==> config.mk <==
export PLATFORM = sky130hd
export DESIGN_NAME = scl_period_gen
export DESIGN_NICKNAME = d
export VERILOG_FILES = /design/src/rtl/scl_gen_pkg.sv /design/src/rtl/scl_sync.sv /design/src/rtl/scl_cnt_sel.sv /design/src/rtl/scl_phase_fsm.sv /design/src/rtl/scl_period_gen.sv
export SDC_FILE = /design/constraint.sdc
export NUM_CORES = 1
export LEC_CHECK = 0
export CAP_MARGIN = 30
export CORE_ASPECT_RATIO = 1.1
export CORE_MARGIN = 2
export CORE_UTILIZATION = 52
export CTS_CLUSTER_SIZE = 24
export DETAILED_ROUTE_END_ITERATION = 12
export PLACE_DENSITY = 0.95
export SLEW_MARGIN = 20
export SYNTH_ARGS = -nofsm -noshare
export SYNTH_HDL_FRONTEND = slang
export SYNTH_HIERARCHICAL = 1
export SYNTH_SLANG_ARGS = --single-unit
==> constraint.sdc <==
create_clock -name clk -period 11.81 [get_ports clk]
set_input_delay 2.9525 -clock clk [delete_from_list [all_inputs] [get_ports clk]]
set_output_delay 2.9525 -clock clk [all_outputs]
set_load 0.005 [all_outputs]
==> src/rtl/scl_gen_pkg.sv <==
// Shared types and constants for the SCL period generator.
// Assumes: the speed code encoding and the phase timing constants below are
// the single source used by every module of the block.
package scl_gen_pkg;

    // Speed selector code as seen on the spd_sel port.
    typedef enum logic [1:0] {
        SPD_RSV = 2'b00,
        SPD_STD = 2'b01,
        SPD_FST = 2'b10,
        SPD_HSP = 2'b11
    } spd_e;

    // Phase of the generated clock.
    typedef enum logic [1:0] {
        PH_IDLE = 2'b00,
        PH_LOW  = 2'b01,
        PH_WAIT = 2'b10,
        PH_HIGH = 2'b11
    } phase_e;

    // Smallest high and low counts honoured.
    localparam int unsigned HI_MIN      = 6;
    localparam int unsigned LO_MIN      = 8;
    // Fixed released-time overhead on top of the high count.
    localparam int unsigned HI_OVERHEAD = 8;
    // Depth of the line synchroniser.
    localparam int unsigned SYNC_STAGES = 2;
    // Released cycles spent before the high counter starts (synchroniser
    // plus one decision cycle), and the resulting terminal offset.
    localparam int unsigned WAIT_CYC    = SYNC_STAGES + 1;
    localparam int unsigned HI_TERM_ADD = HI_OVERHEAD - WAIT_CYC - 1;

endpackage

==> src/rtl/scl_sync.sv <==
// Multi-stage synchroniser for the sensed clock line.
// Assumes: the line idles high, so every stage resets to 1.
module scl_sync #(
    parameter int unsigned STAGES = 2
) (
    input  logic clk,
    input  logic rst_n,
    input  logic din,
    output logic dout
);
    logic [STAGES-1:0] chain;

    // Shift the asynchronous line level through the flop chain.
    always_ff @(posedge clk) begin
        if (!rst_n) begin
            chain <= '1;
        end else begin
            chain <= {chain[STAGES-2:0], din};
        end
    end

    assign dout = chain[STAGES-1];
endmodule

==> src/rtl/scl_cnt_sel.sv <==
// Picks the active high/low count pair from the speed code, applies the
// minimum clamps and converts them into terminal values for the phase
// counter. Purely combinational.
// Assumes: counts are stable for the duration of a phase.
module scl_cnt_sel
    import scl_gen_pkg::*;
#(
    parameter int unsigned CNT_W      = 16,
    parameter bit          HS_SUPPORT = 1'b1
) (
    input  logic [1:0]     spd_sel,
    input  logic [CNT_W-1:0] std_hi,
    input  logic [CNT_W-1:0] std_lo,
    input  logic [CNT_W-1:0] fst_hi,
    input  logic [CNT_W-1:0] fst_lo,
    input  logic [CNT_W-1:0] hsp_hi,
    input  logic [CNT_W-1:0] hsp_lo,
    output logic [CNT_W:0]   hi_term,
    output logic [CNT_W:0]   lo_term
);
    localparam int unsigned TW = CNT_W + 1;
    localparam logic [TW-1:0] HI_MIN_W = TW'(HI_MIN);
    localparam logic [TW-1:0] LO_MIN_W = TW'(LO_MIN);
    localparam logic [TW-1:0] HI_ADD_W = TW'(HI_TERM_ADD);

    spd_e             spd_eff;
    logic [CNT_W-1:0] hi_raw;
    logic [CNT_W-1:0] lo_raw;
    logic [TW-1:0]    hi_clamp;
    logic [TW-1:0]    lo_clamp;

    // Resolve the speed code the build can actually run.
    generate
        if (HS_SUPPORT) begin : g_hs
            always_comb begin
                spd_eff = spd_e'(spd_sel);
            end
        end else begin : g_nohs
            always_comb begin
                spd_eff = (spd_e'(spd_sel) == SPD_HSP) ? SPD_FST : spd_e'(spd_sel);
            end
        end
    endgenerate

    // Route the selected count pair.
    always_comb begin
        unique case (spd_eff)
            SPD_FST: begin hi_raw = fst_hi; lo_raw = fst_lo; end
            SPD_HSP: begin hi_raw = hsp_hi; lo_raw = hsp_lo; end
            default: begin hi_raw = std_hi; lo_raw = std_lo; end
        endcase
    end

    // Clamp to the minimums and derive the counter terminals.
    always_comb begin
        hi_clamp = ({1'b0, hi_raw} < HI_MIN_W) ? HI_MIN_W : {1'b0, hi_raw};
        lo_clamp = ({1'b0, lo_raw} < LO_MIN_W) ? LO_MIN_W : {1'b0, lo_raw};
        hi_term  = hi_clamp + HI_ADD_W;
        lo_term  = lo_clamp;
    end
endmodule

==> src/rtl/scl_phase_fsm.sv <==
// Phase sequencer: low phase of lo_term+1 cycles, release and wait for the
// synchronised line to read high, then hi_term+1 counted high cycles.
// Assumes: sync_hi is the synchronised line level; it reads low by the end of
// any low phase because the low phase is longer than the synchroniser.
module scl_phase_fsm
    import scl_gen_pkg::*;
#(
    parameter int unsigned CNT_W = 16
) (
    input  logic           clk,
    input  logic           rst_n,
    input  logic           enable,
    input  logic           sync_hi,
    input  logic [CNT_W:0] hi_term,
    input  logic [CNT_W:0] lo_term,
    output logic           drive_low,
    output logic           hi_phase,
    output logic           mid_stb,
    output logic           lo_stb
);
    phase_e         phase;
    logic [CNT_W:0] cnt;
    logic [CNT_W:0] mid_pt;

    // Advance the phase and the shared cycle counter.
    always_ff @(posedge clk) begin
        if (!rst_n) begin
            phase <= PH_IDLE;
            cnt   <= '0;
        end else if (!enable) begin
            phase <= PH_IDLE;
            cnt   <= '0;
        end else begin
            unique case (phase)
                PH_IDLE: begin
                    phase <= PH_LOW;
                    cnt   <= '0;
                end
                PH_LOW: begin
                    if (cnt >= lo_term) begin
                        phase <= PH_WAIT;
                        cnt   <= '0;
                    end else begin
                        cnt <= cnt + 1'b1;
                    end
                end
                PH_WAIT: begin
                    if (sync_hi) begin
                        phase <= PH_HIGH;
                        cnt   <= '0;
                    end
                end
                PH_HIGH: begin
                    if (cnt >= hi_term) begin
                        phase <= PH_LOW;
                        cnt   <= '0;
                    end else begin
                        cnt <= cnt + 1'b1;
                    end
                end
                default: begin
                    phase <= PH_IDLE;
                    cnt   <= '0;
                end
            endcase
        end
    end

    // Decode the pin drive and the timing marks from the phase state.
    always_comb begin
        mid_pt    = hi_term >> 1;
        drive_low = (phase == PH_LOW);
        hi_phase  = (phase == PH_HIGH);
        mid_stb   = (phase == PH_HIGH) && (cnt == mid_pt);
        lo_stb    = (phase == PH_LOW) && (cnt == '0);
    end
endmodule

==> src/rtl/scl_period_gen.sv <==
// Top of the multi-speed SCL period generator: count selection, line
// synchroniser and phase sequencer.
// Assumes: scl_in reflects the wired-AND level of the bus clock line and
// scl_oe drives an open-drain pull-down.
module scl_period_gen
    import scl_gen_pkg::*;
#(
    parameter int unsigned CNT_W      = 16,
    parameter bit          HS_SUPPORT = 1'b1
) (
    input  logic             clk,
    input  logic             rst_n,
    input  logic             enable,
    input  logic [1:0]       spd_sel,
    input  logic [CNT_W-1:0] std_hi_cnt,
    input  logic [CNT_W-1:0] std_lo_cnt,
    input  logic [CNT_W-1:0] fst_hi_cnt,
    input  logic [CNT_W-1:0] fst_lo_cnt,
    input  logic [CNT_W-1:0] hsp_hi_cnt,
    input  logic [CNT_W-1:0] hsp_lo_cnt,
    input  logic             scl_in,
    output logic             scl_oe,
    output logic             scl_hi_phase,
    output logic             hi_mid_stb,
    output logic             lo_start_stb
);
    logic [CNT_W:0] hi_term;
    logic [CNT_W:0] lo_term;
    logic           scl_sync_hi;

    scl_cnt_sel #(
        .CNT_W      (CNT_W),
        .HS_SUPPORT (HS_SUPPORT)
    ) u_sel (
        .spd_sel (spd_sel),
        .std_hi  (std_hi_cnt),
        .std_lo  (std_lo_cnt),
        .fst_hi  (fst_hi_cnt),
        .fst_lo  (fst_lo_cnt),
        .hsp_hi  (hsp_hi_cnt),
        .hsp_lo  (hsp_lo_cnt),
        .hi_term (hi_term),
        .lo_term (lo_term)
    );

    scl_sync #(
        .STAGES (SYNC_STAGES)
    ) u_sync (
        .clk   (clk),
        .rst_n (rst_n),
        .din   (scl_in),
        .dout  (scl_sync_hi)
    );

    scl_phase_fsm #(
        .CNT_W (CNT_W)
    ) u_fsm (
        .clk       (clk),
        .rst_n     (rst_n),
        .enable    (enable),
        .sync_hi   (scl_sync_hi),
        .hi_term   (hi_term),
        .lo_term   (lo_term),
        .drive_low (scl_oe),
        .hi_phase  (scl_hi_phase),
        .mid_stb   (hi_mid_stb),
        .lo_stb    (lo_start_stb)
    );
endmodule

==> out/metrics.cfg <==
[finish]
syn_to_final_growth_pct=32.70
antennaDiodeCount=0
drive_above_1_share=0.05894
n_fill_cell=457
layout.nets=653

[grt]
grt_pass1_wl_um=15390
grt_overflow=0
grt_max_degree=49
grt_pass1_vias=3443
antenna_found_initial=0
grt_use_total=0.2723

[timing]
tns_ns=0
maxSlewViolCount=0
period_minus_slack_ns=10.22
rsz0062_at_grt=no
hold_viol=0
setup_viol=0
max_freq_ghz=0.09783
whs_ns=0.4395
worst_slew_pin_slew_ns=0.6526
skew_ns=0.002002
post-route-period-util=0.8655
relSlewSlack=0.5649

[clocking]
clock_sinks=21
cts_setup_buffers=0
hold_buffers=0
clk-insertion-delay-late_ns=0.27
root_buffer=clkbuf_8
cts_made_buffers=3
clock_path_buffers=2
tritoncts=yes
clk_pin_slew_ns=0.08
cts_resized=0
clock_tree.htree_level_count=1

[routing]
viasPerCell=5.961
drt-total-wl_um=9892
drc=0
drt_iter0_markers=243
num_vias=3511
wl_per_cell_um=16.79
firstDrtPassIters=5
postRouteAntennaNets=0

[worst_setup_path]
worstRegToRegCells=8
rrSetupSlack_ns=9.02
crit_path_end_kind=output pin
r2r-end=u_fsm/cnt[3]
regToRegStartpoint=u_fsm/cnt[15]
startpoint_type=input port
required_ns=8.86
path_max_fanout=32
crit_type=in -> out
critPathSlowestCell=clkdlybuf4s50_1
critPathArrivalTime_ns=7.27
cp_top_family=simple AND/OR/NAND/NOR gates
crit_path_frequent_cell=nor4_1
path_buf_inv=3
cp.depth=15
cp_cell_sequence=buf_2 -> buf_4 -> mux2_1 -> mux2i_1 -> nand4_1 -> nor4_2 -> nand2b_1 -> ha_1 -> nand3_1 -> nor3_1 -> xor2_1 -> nor4_1 -> nand4b_1 -> nor4_1 -> clkdlybuf4s50_1
critPathMaxStageDelay_ns=0.58
worstSetupStartpoint=spd_sel[0]

[yosys]
synth_area_leaders=ha_1 (16%), dfxtp_1 (13%), mux2i_1 (7.6%)
ys_seq_area_frac=0.1270
syn_avg_cell_area_um2=7.975
synth-edff-count=0
ys_top_cells_by_count=ha_1 (41), inv_1 (40), nor2_1 (32)
synth.largest_area_cell=ha_1
ys_ff_latch=21
yosysMostFrequentCell=ha_1
syn_nets=558
syn_area_mm2=0.003309
synthCells=415
ys_async_sr_fraction=0
synth.distinct_cells=55
synth_top_area_share=0.1550
yosys_warnings=6
synth-main-ff-cell=dfxtp_1

[placed_design]
detailed_place_hpwl_um=7965
place_congestion=0.9365
placement.io_buffers=105

[power_and_ir_drop]
ir_drop_uv=60.99
power_density_mw_per_mm2=54.80
p_leak_nw=1.982
power.internal_mw=0.1600
swShare=0.3351
pwr-share-seq=0.303
power_frac_clock=0.201
p_sw_mw=0.08064
p_comb_frac=0.496

[floorplan]
die_y_um=87.67
fp.coreArea_mm2=0.006156
dieArea_mm2=0.007019
start_util=0.5376
std_cell_rows=30
ios=106
die_w_um=80.07

[status]
status=complete, no violations

[worst_hold_path]
hold_path_class=reg -> reg
holdCritStartpoint=u_sync/chain[0]
hold_depth=1
worstHoldEndpoint=u_sync/chain[1]

[run]
maxCapViolCount=0

-- per-layer routing --
metal / GRT usage / part of all wire
met1: 0.3157 / 0.38
met2: 0.4864 / 0.49
met3: 0.05052 / 0.098
met4: 0.1202 / 0.029
met5: 0 / 0
-- power groups by stage --
stage / sequential (mW) / clock, mW / combinational (mW)
6_report: 0.0728 / 0.0484 / 0.119
5_1_grt: 0.0729 / 0.0516 / 0.130
4_1_cts: 0.0728 / 0.0490 / 0.118
3_5_place_dp: 0.0745 / 0 / 0.118
3_3_place_gp: 0.0744 / 0 / 0.113
2_1_floorplan: 0.0742 / 0 / 0.0684
-- flip-flops by register name (all words and copies together), names as in the netlist --
| signal | count |
|---|---|
| u_fsm/cnt | 17 |
| u_fsm/phase | 2 |
| u_sync/chain | 2 |
-- worst max path at each step --
| stage | endpoint | slack [ns] |
|---|---|---|
| finish | hi_mid_stb | 1.59 |
| detailed placement | hi_mid_stb | 1.66 |
| floorplan | hi_mid_stb | 3.11 |
| CTS | hi_mid_stb | 1.64 |
| global placement | hi_mid_stb | 1.77 |
| global route | hi_mid_stb | 1.22 |
-- stage by stage --
step                      power (mW)  worst slack [ns]  instances  instance area (um2)    util
final                         0.2407             1.588        589                 4392  0.7134
after global routing          0.2542             1.216        589                 4392  0.7134
after CTS                     0.2400             1.636        589                 4392  0.7134
after detailed placement      0.1920             1.657        585                 4347  0.7061
after global placement        0.1870             1.772        585                 4347  0.7061
after floorplan               0.1426             3.111        415                 3309       -
-- cell usage in the layout, fill, tap and decap left out, types with 12 or more instances in the layout --
master,n
xnor2_1,15
inv_1,40
clkdlybuf4s50_1,103
dfxtp_1,21
ha_1,41
xor2_1,16
a21oi_1,23
nand3_1,14
a21o_1,14
nor2_1,32
mux2i_1,25
nor4_1,12
nand2_1,27
-- kinds of logic after synthesis --
kind of cell / count (synthesis) / synth area share
xor gates and xnor gates: 31 / 0.08204
AOI/OAI and AO/OA: 78 / 0.1558
and+or+nand+nor: 140 / 0.2253
adders and majority gates: 41 / 0.1550
other: 1 / 0.001133
muxes: 46 / 0.1724
buffers and inverters: 57 / 0.08128
DFF: 21 / 0.1270
-- area by class of cell --
type	count	area, um2	share of cell area
tap	80	100.1	0.02279
inverter	40	150.1	0.03419
sequential	21	420.4	0.09573
clock buffer	4	45.04	0.01026
multi-input combinational	337	2620	0.5966
timing repair buffer	107	1056	0.2405
Power figures use the tool's default switching activity.
